`src/rtl/dma_xfer_seq_pkg.sv`:
```
package dma_xfer_seq_pkg;

   typedef enum logic [2:0] {
      ST_IDLE = 3'd0,
      ST_HOLD = 3'd1,
      ST_S0   = 3'd2,
      ST_S1   = 3'd3,
      ST_S2   = 3'd4,
      ST_S3   = 3'd5,
      ST_S4   = 3'd6
   } seq_st_t;

   localparam logic [1:0] KIND_VERIFY = 2'b00;
   localparam logic [1:0] KIND_WRITE  = 2'b01;
   localparam logic [1:0] KIND_READ   = 2'b10;

endpackage

```
`src/rtl/dma_seq_ctrl.sv`:
```
module dma_seq_ctrl
   import dma_xfer_seq_pkg::*;
(
   input  logic    clk,
   input  logic    rst_n,
   input  logic    armed,
   input  logic    dreq,
   input  logic    hlda,
   input  logic    ready,
   input  logic    burst,
   input  logic    last,
   output seq_st_t state,
   output logic    step
);

   seq_st_t nxt;

   always_comb begin
      nxt = state;
      unique case (state)
         ST_IDLE: if (armed && dreq) nxt = ST_HOLD;
         ST_HOLD: if (hlda) nxt = ST_S0;
         ST_S0:   nxt = ST_S1;
         ST_S1:   nxt = ST_S2;
         ST_S2:   nxt = ST_S3;
         ST_S3:   if (ready) nxt = ST_S4;
         ST_S4: begin
            if (last)               nxt = ST_IDLE;
            else if (burst && dreq) nxt = ST_S0;
            else                    nxt = ST_IDLE;
         end
         default: nxt = ST_IDLE;
      endcase
   end

   always_ff @(posedge clk or negedge rst_n) begin
      if (!rst_n) state <= ST_IDLE;
      else        state <= nxt;
   end

   assign step = (state == ST_S4);

endmodule

```
`src/rtl/dma_seq_regs.sv`:
```
module dma_seq_regs #(
   parameter int ADDR_W = 16,
   parameter int CNT_W  = 14
) (
   input  logic              clk,
   input  logic              rst_n,
   input  logic              load,
   input  logic [ADDR_W-1:0] ld_addr,
   input  logic [CNT_W-1:0]  ld_count,
   input  logic [1:0]        ld_kind,
   input  logic              ld_burst,
   input  logic              step,
   output logic [ADDR_W-1:0] addr,
   output logic [1:0]        kind,
   output logic              burst,
   output logic              armed,
   output logic              last
);

   localparam logic [CNT_W-1:0] CNT_ZERO = '0;
   localparam logic [CNT_W-1:0] CNT_ONE  = CNT_W'(1);

   logic [CNT_W-1:0] remain;

   always_ff @(posedge clk or negedge rst_n) begin
      if (!rst_n) begin
         addr   <= '0;
         remain <= '0;
         kind   <= 2'b00;
         burst  <= 1'b0;
         armed  <= 1'b0;
      end else if (load) begin
         addr   <= ld_addr;
         remain <= ld_count;
         kind   <= ld_kind;
         burst  <= ld_burst;
         armed  <= 1'b1;
      end else if (step) begin
         addr <= addr + ADDR_W'(1);
         if (remain != CNT_ZERO) remain <= remain - CNT_ONE;
         else                    armed  <= 1'b0;
      end
   end

   assign last = (remain == CNT_ZERO);

endmodule

```
`src/rtl/dma_seq_mark.sv`:
```
module dma_seq_mark #(
   parameter int PERIOD = 128
) (
   input  logic clk,
   input  logic rst_n,
   input  logic clear,
   input  logic step,
   output logic hit
);

   localparam int          CW   = (PERIOD > 2) ? $clog2(PERIOD) : 1;
   localparam bit          POW2 = ((PERIOD & (PERIOD - 1)) == 0);
   localparam logic [CW-1:0] TOP = CW'(PERIOD - 1);

   logic [CW-1:0] cnt;

   generate
      if (POW2) begin : g_wrap
         always_ff @(posedge clk or negedge rst_n) begin
            if (!rst_n)     cnt <= '0;
            else if (clear) cnt <= '0;
            else if (step)  cnt <= cnt + CW'(1);
         end
      end else begin : g_modulo
         always_ff @(posedge clk or negedge rst_n) begin
            if (!rst_n)     cnt <= '0;
            else if (clear) cnt <= '0;
            else if (step)  cnt <= (cnt == TOP) ? '0 : cnt + CW'(1);
         end
      end
   endgenerate

   assign hit = (cnt == TOP);

endmodule

```
`src/rtl/dma_xfer_seq.sv`:
```
module dma_xfer_seq
   import dma_xfer_seq_pkg::*;
#(
   parameter int ADDR_W      = 16,
   parameter int LO_W        = 8,
   parameter int DATA_W      = 8,
   parameter int CNT_W       = 14,
   parameter int MARK_PERIOD = 128
) (
   input  logic              clk,
   input  logic              rst_n,
   input  logic              arm,
   input  logic [ADDR_W-1:0] arm_addr,
   input  logic [CNT_W-1:0]  arm_count,
   input  logic [1:0]        arm_kind,
   input  logic              arm_burst,
   input  logic              dreq,
   input  logic              hlda,
   input  logic              ready,
   output logic              hrq,
   output logic              aen,
   output logic              adstb,
   output logic [LO_W-1:0]   addr_lo,
   output logic [DATA_W-1:0] data_out,
   output logic              data_oe,
   output logic              mem_rd,
   output logic              mem_wr,
   output logic              io_rd,
   output logic              io_wr,
   output logic              dack,
   output logic              tc,
   output logic              mark
);

   localparam int HI_W = ADDR_W - LO_W;

   generate
      if (HI_W != DATA_W) begin : g_bad_split
         $error("address split must equal LO_W + DATA_W");
      end
      if (CNT_W < 1 || CNT_W > 32) begin : g_bad_cnt
         $error("CNT_W out of range");
      end
      if (MARK_PERIOD < 2) begin : g_bad_mark
         $error("MARK_PERIOD must be at least 2");
      end
   endgenerate

   seq_st_t           state;
   logic              step;
   logic              armed;
   logic              last;
   logic              burst;
   logic [1:0]        kind;
   logic [ADDR_W-1:0] addr;
   logic              mark_now;
   logic              load;
   logic              master;
   logic              xfer;

   assign load = arm && (state == ST_IDLE);

   dma_seq_regs #(.ADDR_W(ADDR_W), .CNT_W(CNT_W)) u_regs (
      .clk(clk), .rst_n(rst_n), .load(load),
      .ld_addr(arm_addr), .ld_count(arm_count), .ld_kind(arm_kind),
      .ld_burst(arm_burst), .step(step),
      .addr(addr), .kind(kind), .burst(burst), .armed(armed), .last(last)
   );

   dma_seq_ctrl u_ctrl (
      .clk(clk), .rst_n(rst_n), .armed(armed), .dreq(dreq), .hlda(hlda),
      .ready(ready), .burst(burst), .last(last), .state(state), .step(step)
   );

   dma_seq_mark #(.PERIOD(MARK_PERIOD)) u_mark (
      .clk(clk), .rst_n(rst_n), .clear(load), .step(step), .hit(mark_now)
   );

   assign master   = (state == ST_S0) || (state == ST_S1) || (state == ST_S2) ||
                     (state == ST_S3) || (state == ST_S4);
   assign xfer     = (state == ST_S2) || (state == ST_S3);

   assign hrq      = (state != ST_IDLE);
   assign aen      = master;
   assign adstb    = (state == ST_S1);
   assign data_oe  = (state == ST_S1);
   assign data_out = (state == ST_S1) ? addr[ADDR_W-1 -: DATA_W] : '0;
   assign addr_lo  = master ? addr[LO_W-1:0] : '0;
   assign dack     = master && (state != ST_S0);
   assign mem_rd   = xfer && (kind == KIND_READ);
   assign io_wr    = xfer && (kind == KIND_READ);
   assign mem_wr   = xfer && (kind == KIND_WRITE);
   assign io_rd    = xfer && (kind == KIND_WRITE);
   assign tc       = dack && last;
   assign mark     = dack && mark_now;

endmodule

```
`config.mk`:
```
export PLATFORM = sky130hd
export DESIGN_NAME = dma_xfer_seq
export DESIGN_NICKNAME = d
export VERILOG_FILES = /design/src/rtl/dma_xfer_seq_pkg.sv /design/src/rtl/dma_seq_ctrl.sv /design/src/rtl/dma_seq_regs.sv /design/src/rtl/dma_seq_mark.sv /design/src/rtl/dma_xfer_seq.sv
export SDC_FILE = /design/constraint.sdc
export NUM_CORES = 1
export LEC_CHECK = 0
export ABC_CLOCK_PERIOD_IN_PS = 2700
export BUFFER_PORTS_ARGS = -buffer_cell sky130_fd_sc_hd__buf_2
export CAP_MARGIN = 20
export CORE_MARGIN = 1.5
export CORE_UTILIZATION = 45
export DETAILED_ROUTE_END_ITERATION = 8
export GPL_ROUTABILITY_DRIVEN = 0
export PLACE_DENSITY = 0.72
export SETUP_SLACK_MARGIN = 0.02
export SYNTH_ARGS = -nofsm -noshare
export SYNTH_HDL_FRONTEND = slang
export SYNTH_SLANG_ARGS = --single-unit
```
`constraint.sdc`:
```
create_clock -name clk -period 2.7 [get_ports clk]
set_input_delay 0.405 -clock clk [delete_from_list [all_inputs] [get_ports clk]]
set_output_delay 0.405 -clock clk [all_outputs]
set_load 0.05 [all_outputs]
```
==> results.sh <==
export IMPL_synth_cell_types=43
export IMPL_finalInstanceArea_sq_um=3100
export IMPL_drc=0
export IMPL_cp_slowest_stage_delay_ns=0.57
export IMPL_gr_total_overflow=0
export IMPL_cts_tree="yes"
export IMPL_antenna_found_initial=0
export IMPL_power_density_nw_per_um2=1090
export IMPL_grt_use_total_pct=19.9
export IMPL_ys_flop_type="dfrtp_1"
export IMPL_dp_cells=424
export IMPL_yosysSeqAreaShare_pct=43.2
export IMPL_async_reset_ff_share_pct=100
export IMPL_num_io_pins=66
export IMPL_grt_pass1_vias=2121
export IMPL_leakagePower_uw=0.00140
export IMPL_cts_sinks=44
export IMPL_layout_setup_ws_ns=0.0865
export IMPL_wl_per_cell_microns=13.6
export IMPL_drtIter0Drc=121
export IMPL_rsz0062_at_grt="false"
export IMPL_drv_cap=0
export IMPL_path_cells="or4_4, or4b_4, nor2_2, and3_4, buf_6"
export IMPL_detail_route_antenna_nets=0
export IMPL_routed_via_density=5.28
export IMPL_dpl_cell_area_sq_um=2950
export IMPL_end_kind="output pin"
export IMPL_start_util_pct=46.5
export IMPL_hold_path_class="primary input to async pin"
export IMPL_path_class="register to output pin"
export IMPL_final_cells=437
export IMPL_insertion_delay_ns=0.30
export IMPL_via_count=2307
export IMPL_cts_buffers=5
export IMPL_netlist_area_sq_um=2550
export IMPL_seq_area_sq_um=1100
export IMPL_cp_num_buf_inv=1
export IMPL_path_max_fanout=5
export IMPL_slew_headroom_pct=34.0
export IMPL_first_pass_iters=4
export IMPL_setup_violations=0
export IMPL_ys_ff_latch=44
export IMPL_grt_pass1_wl_microns=9660
export IMPL_tightest_slew_ns=0.990
export IMPL_finalSetupTns_ns=0
export IMPL_coreArea_sq_um=5470
export IMPL_grt_max_degree=45
export IMPL_critPathTopFamily="simple AND/OR/NAND/NOR gates"
export IMPL_syn_area_per_cell_sq_um=8.60
export IMPL_fmax_mhz=383
export IMPL_rows=27
export IMPL_cts_root_buf="clkbuf_8"
export IMPL_arrival_ns=2.21
export IMPL_netlist_instances=296
export IMPL_drt_total_wl_microns=5930
export IMPL_outcome="finished clean"
export IMPL_hpwl_microns=4310
export IMPL_multiInputGateArea_sq_um=1380
export IMPL_slowest_stage="or4_4"
export IMPL_timing_final_crit_share_pct=96.8
export IMPL_portBuffers=65
export IMPL_drive_gt1_share_pct=26.0
export IMPL_ys_warn_count=0
export IMPL_period_needed_ns=2.61
export IMPL_place_ws_ns=0.268
export IMPL_die_y_microns=78.2
export IMPL_finish_utilization_pct=56.6
export IMPL_n_fill_cell=527
export IMPL_die_area_sq_um=6120
export IMPL_finClkSkew_ns=0.00958
export IMPL_syn_num_nets=338
export IMPL_synth_edf_count=0
export IMPL_worst_setup_path_start_kind="register"
export IMPL_slew_violations=0
export IMPL_path_clk_slew_ns=0.08
export IMPL_hold_violations=0
export IMPL_final_net_count=406
export IMPL_die_width_microns=78.2
export IMPL_area_growth_pct=21.7
export IMPL_cts_buffer_depth=2
export IMPL_peakVddDrop_uv=774
export IMPL_diodes=0
export IMPL_worstPathRequired_ns=2.30
export IMPL_h_tree_depth=2
## worst paths after layout
check | slack (ns) | from | cells after the start | to
max reg2reg | 0.49 | u_regs.remain[7]$_DFFE_PN0P_ | 6 | u_regs.remain[10]$_DFFE_PN0P_
max in group asynchronous | 1.77 | rst_n | 1 | u_regs.remain[4]$_DFFE_PN0P_
max | 0.09 | u_regs.remain[7]$_DFFE_PN0P_ | 5 | tc
min | 0.27 | rst_n | 1 | u_regs.remain[10]$_DFFE_PN0P_
min in group clk | 0.29 | arm_kind[0] | 3 | u_regs.kind[0]$_DFFE_PN0P_
min reg2reg | 0.49 | u_regs.burst$_DFFE_PN0P_ | 2 | u_regs.burst$_DFFE_PN0P_
## flip-flops by register name, summed over array words and instances (netlist names)
register and flops:
u_regs.kind 2, u_ctrl.state 3, u_regs.armed 1, u_regs.remain 14, u_regs.burst 1, u_mark.cnt 7, u_regs.addr 16
## cell type report
class                   instances  area share, %
clock buffers                   6           2.67
inverters                       4          0.485
clock inverters                 2          0.323
flip-flops and latches         44           35.6
well taps                      72           2.91
multi-input cells             232           44.4
repair buffers                 77           13.6
## per-layer routing
metal  up-vias  global-route usage, %  wire length (microns)  part of all wire, %
met1      1094                   25.1                   2700                   46
met2        45                   35.4                   2950                   50
met5         -                      0                      0                    0
met4         0                   5.89                     81                  1.4
met3         9                   2.56                    189                  3.2
li1       1159                      -                      -                    -
## logic make-up after synthesis
logic type	count (synthesis)	share of synthesized area, %
adder cells (fa/ha/maj)	3	1.47
buffers and inverters	20	3.39
AO/OA/AOI/OAI	57	12.8
flip-flops	44	43.2
AND/OR/NAND/NOR	144	29.2
XOR/XNOR	23	7.91
multiplexers	5	1.97
## synthesized netlist by cell type (6+ instances only)
cell / instances / area [sq um]
and2_1: 17 / 106
dfrtp_1: 44 / 1100
nand4_1: 6 / 37.5
a21oi_1: 13 / 65.1
nand3_1: 7 / 35.0
xor2_1: 17 / 149
nor2_1: 31 / 116
clkbuf_1: 12 / 45.0
xnor2_1: 6 / 52.6
nand2_1: 47 / 176
o21ai_1: 27 / 135
## what timing repair did
item | 4_1_cts | 5_1_grt
buffers inserted | 2 | 3
resized for setup | 2 | 3
cloned | 0 | 0
endpoints found under the setup margin | 1 | 1
hold endpoints to repair | 0 | 0
hold buffers | 0 | 0
pin swaps | 0 | 1
## where the power goes
part,internal [uW],switching [uW]
clock,204,223
sequential,944,355
combinational,571,1080
## through the flow
step                      hold slack [ns]  power (uW)
after global routing                0.305        3600
after detailed placement            0.464        2910
after global placement              0.466        2860
after floorplan                     0.109        2500
final                               0.271        3370
after CTS                           0.291        3370
## cells in the final DEF, fill, tap and decap left out, drive strengths merged, types with 2 or more instances in the layout
cell type and count:
buf 77, nand2 47, dfrtp 44, nor2 31, o21ai 30, and2 17
xor2 17, a21oi 13, nand3 7, nand4 6, xnor2 6, clkbuf 6
or3 5, nor3b 5, mux2i 5, nor3 5, inv 4, or4b 4
nand2b 3, ha 3, and3 3, a211oi 3, nand3b 2, and4 2
a22oi 2, o311ai 2, o31ai 2, a31oi 2, clkinv 2, or4 2
Note: power is estimated with default switching activity, not from simulation.
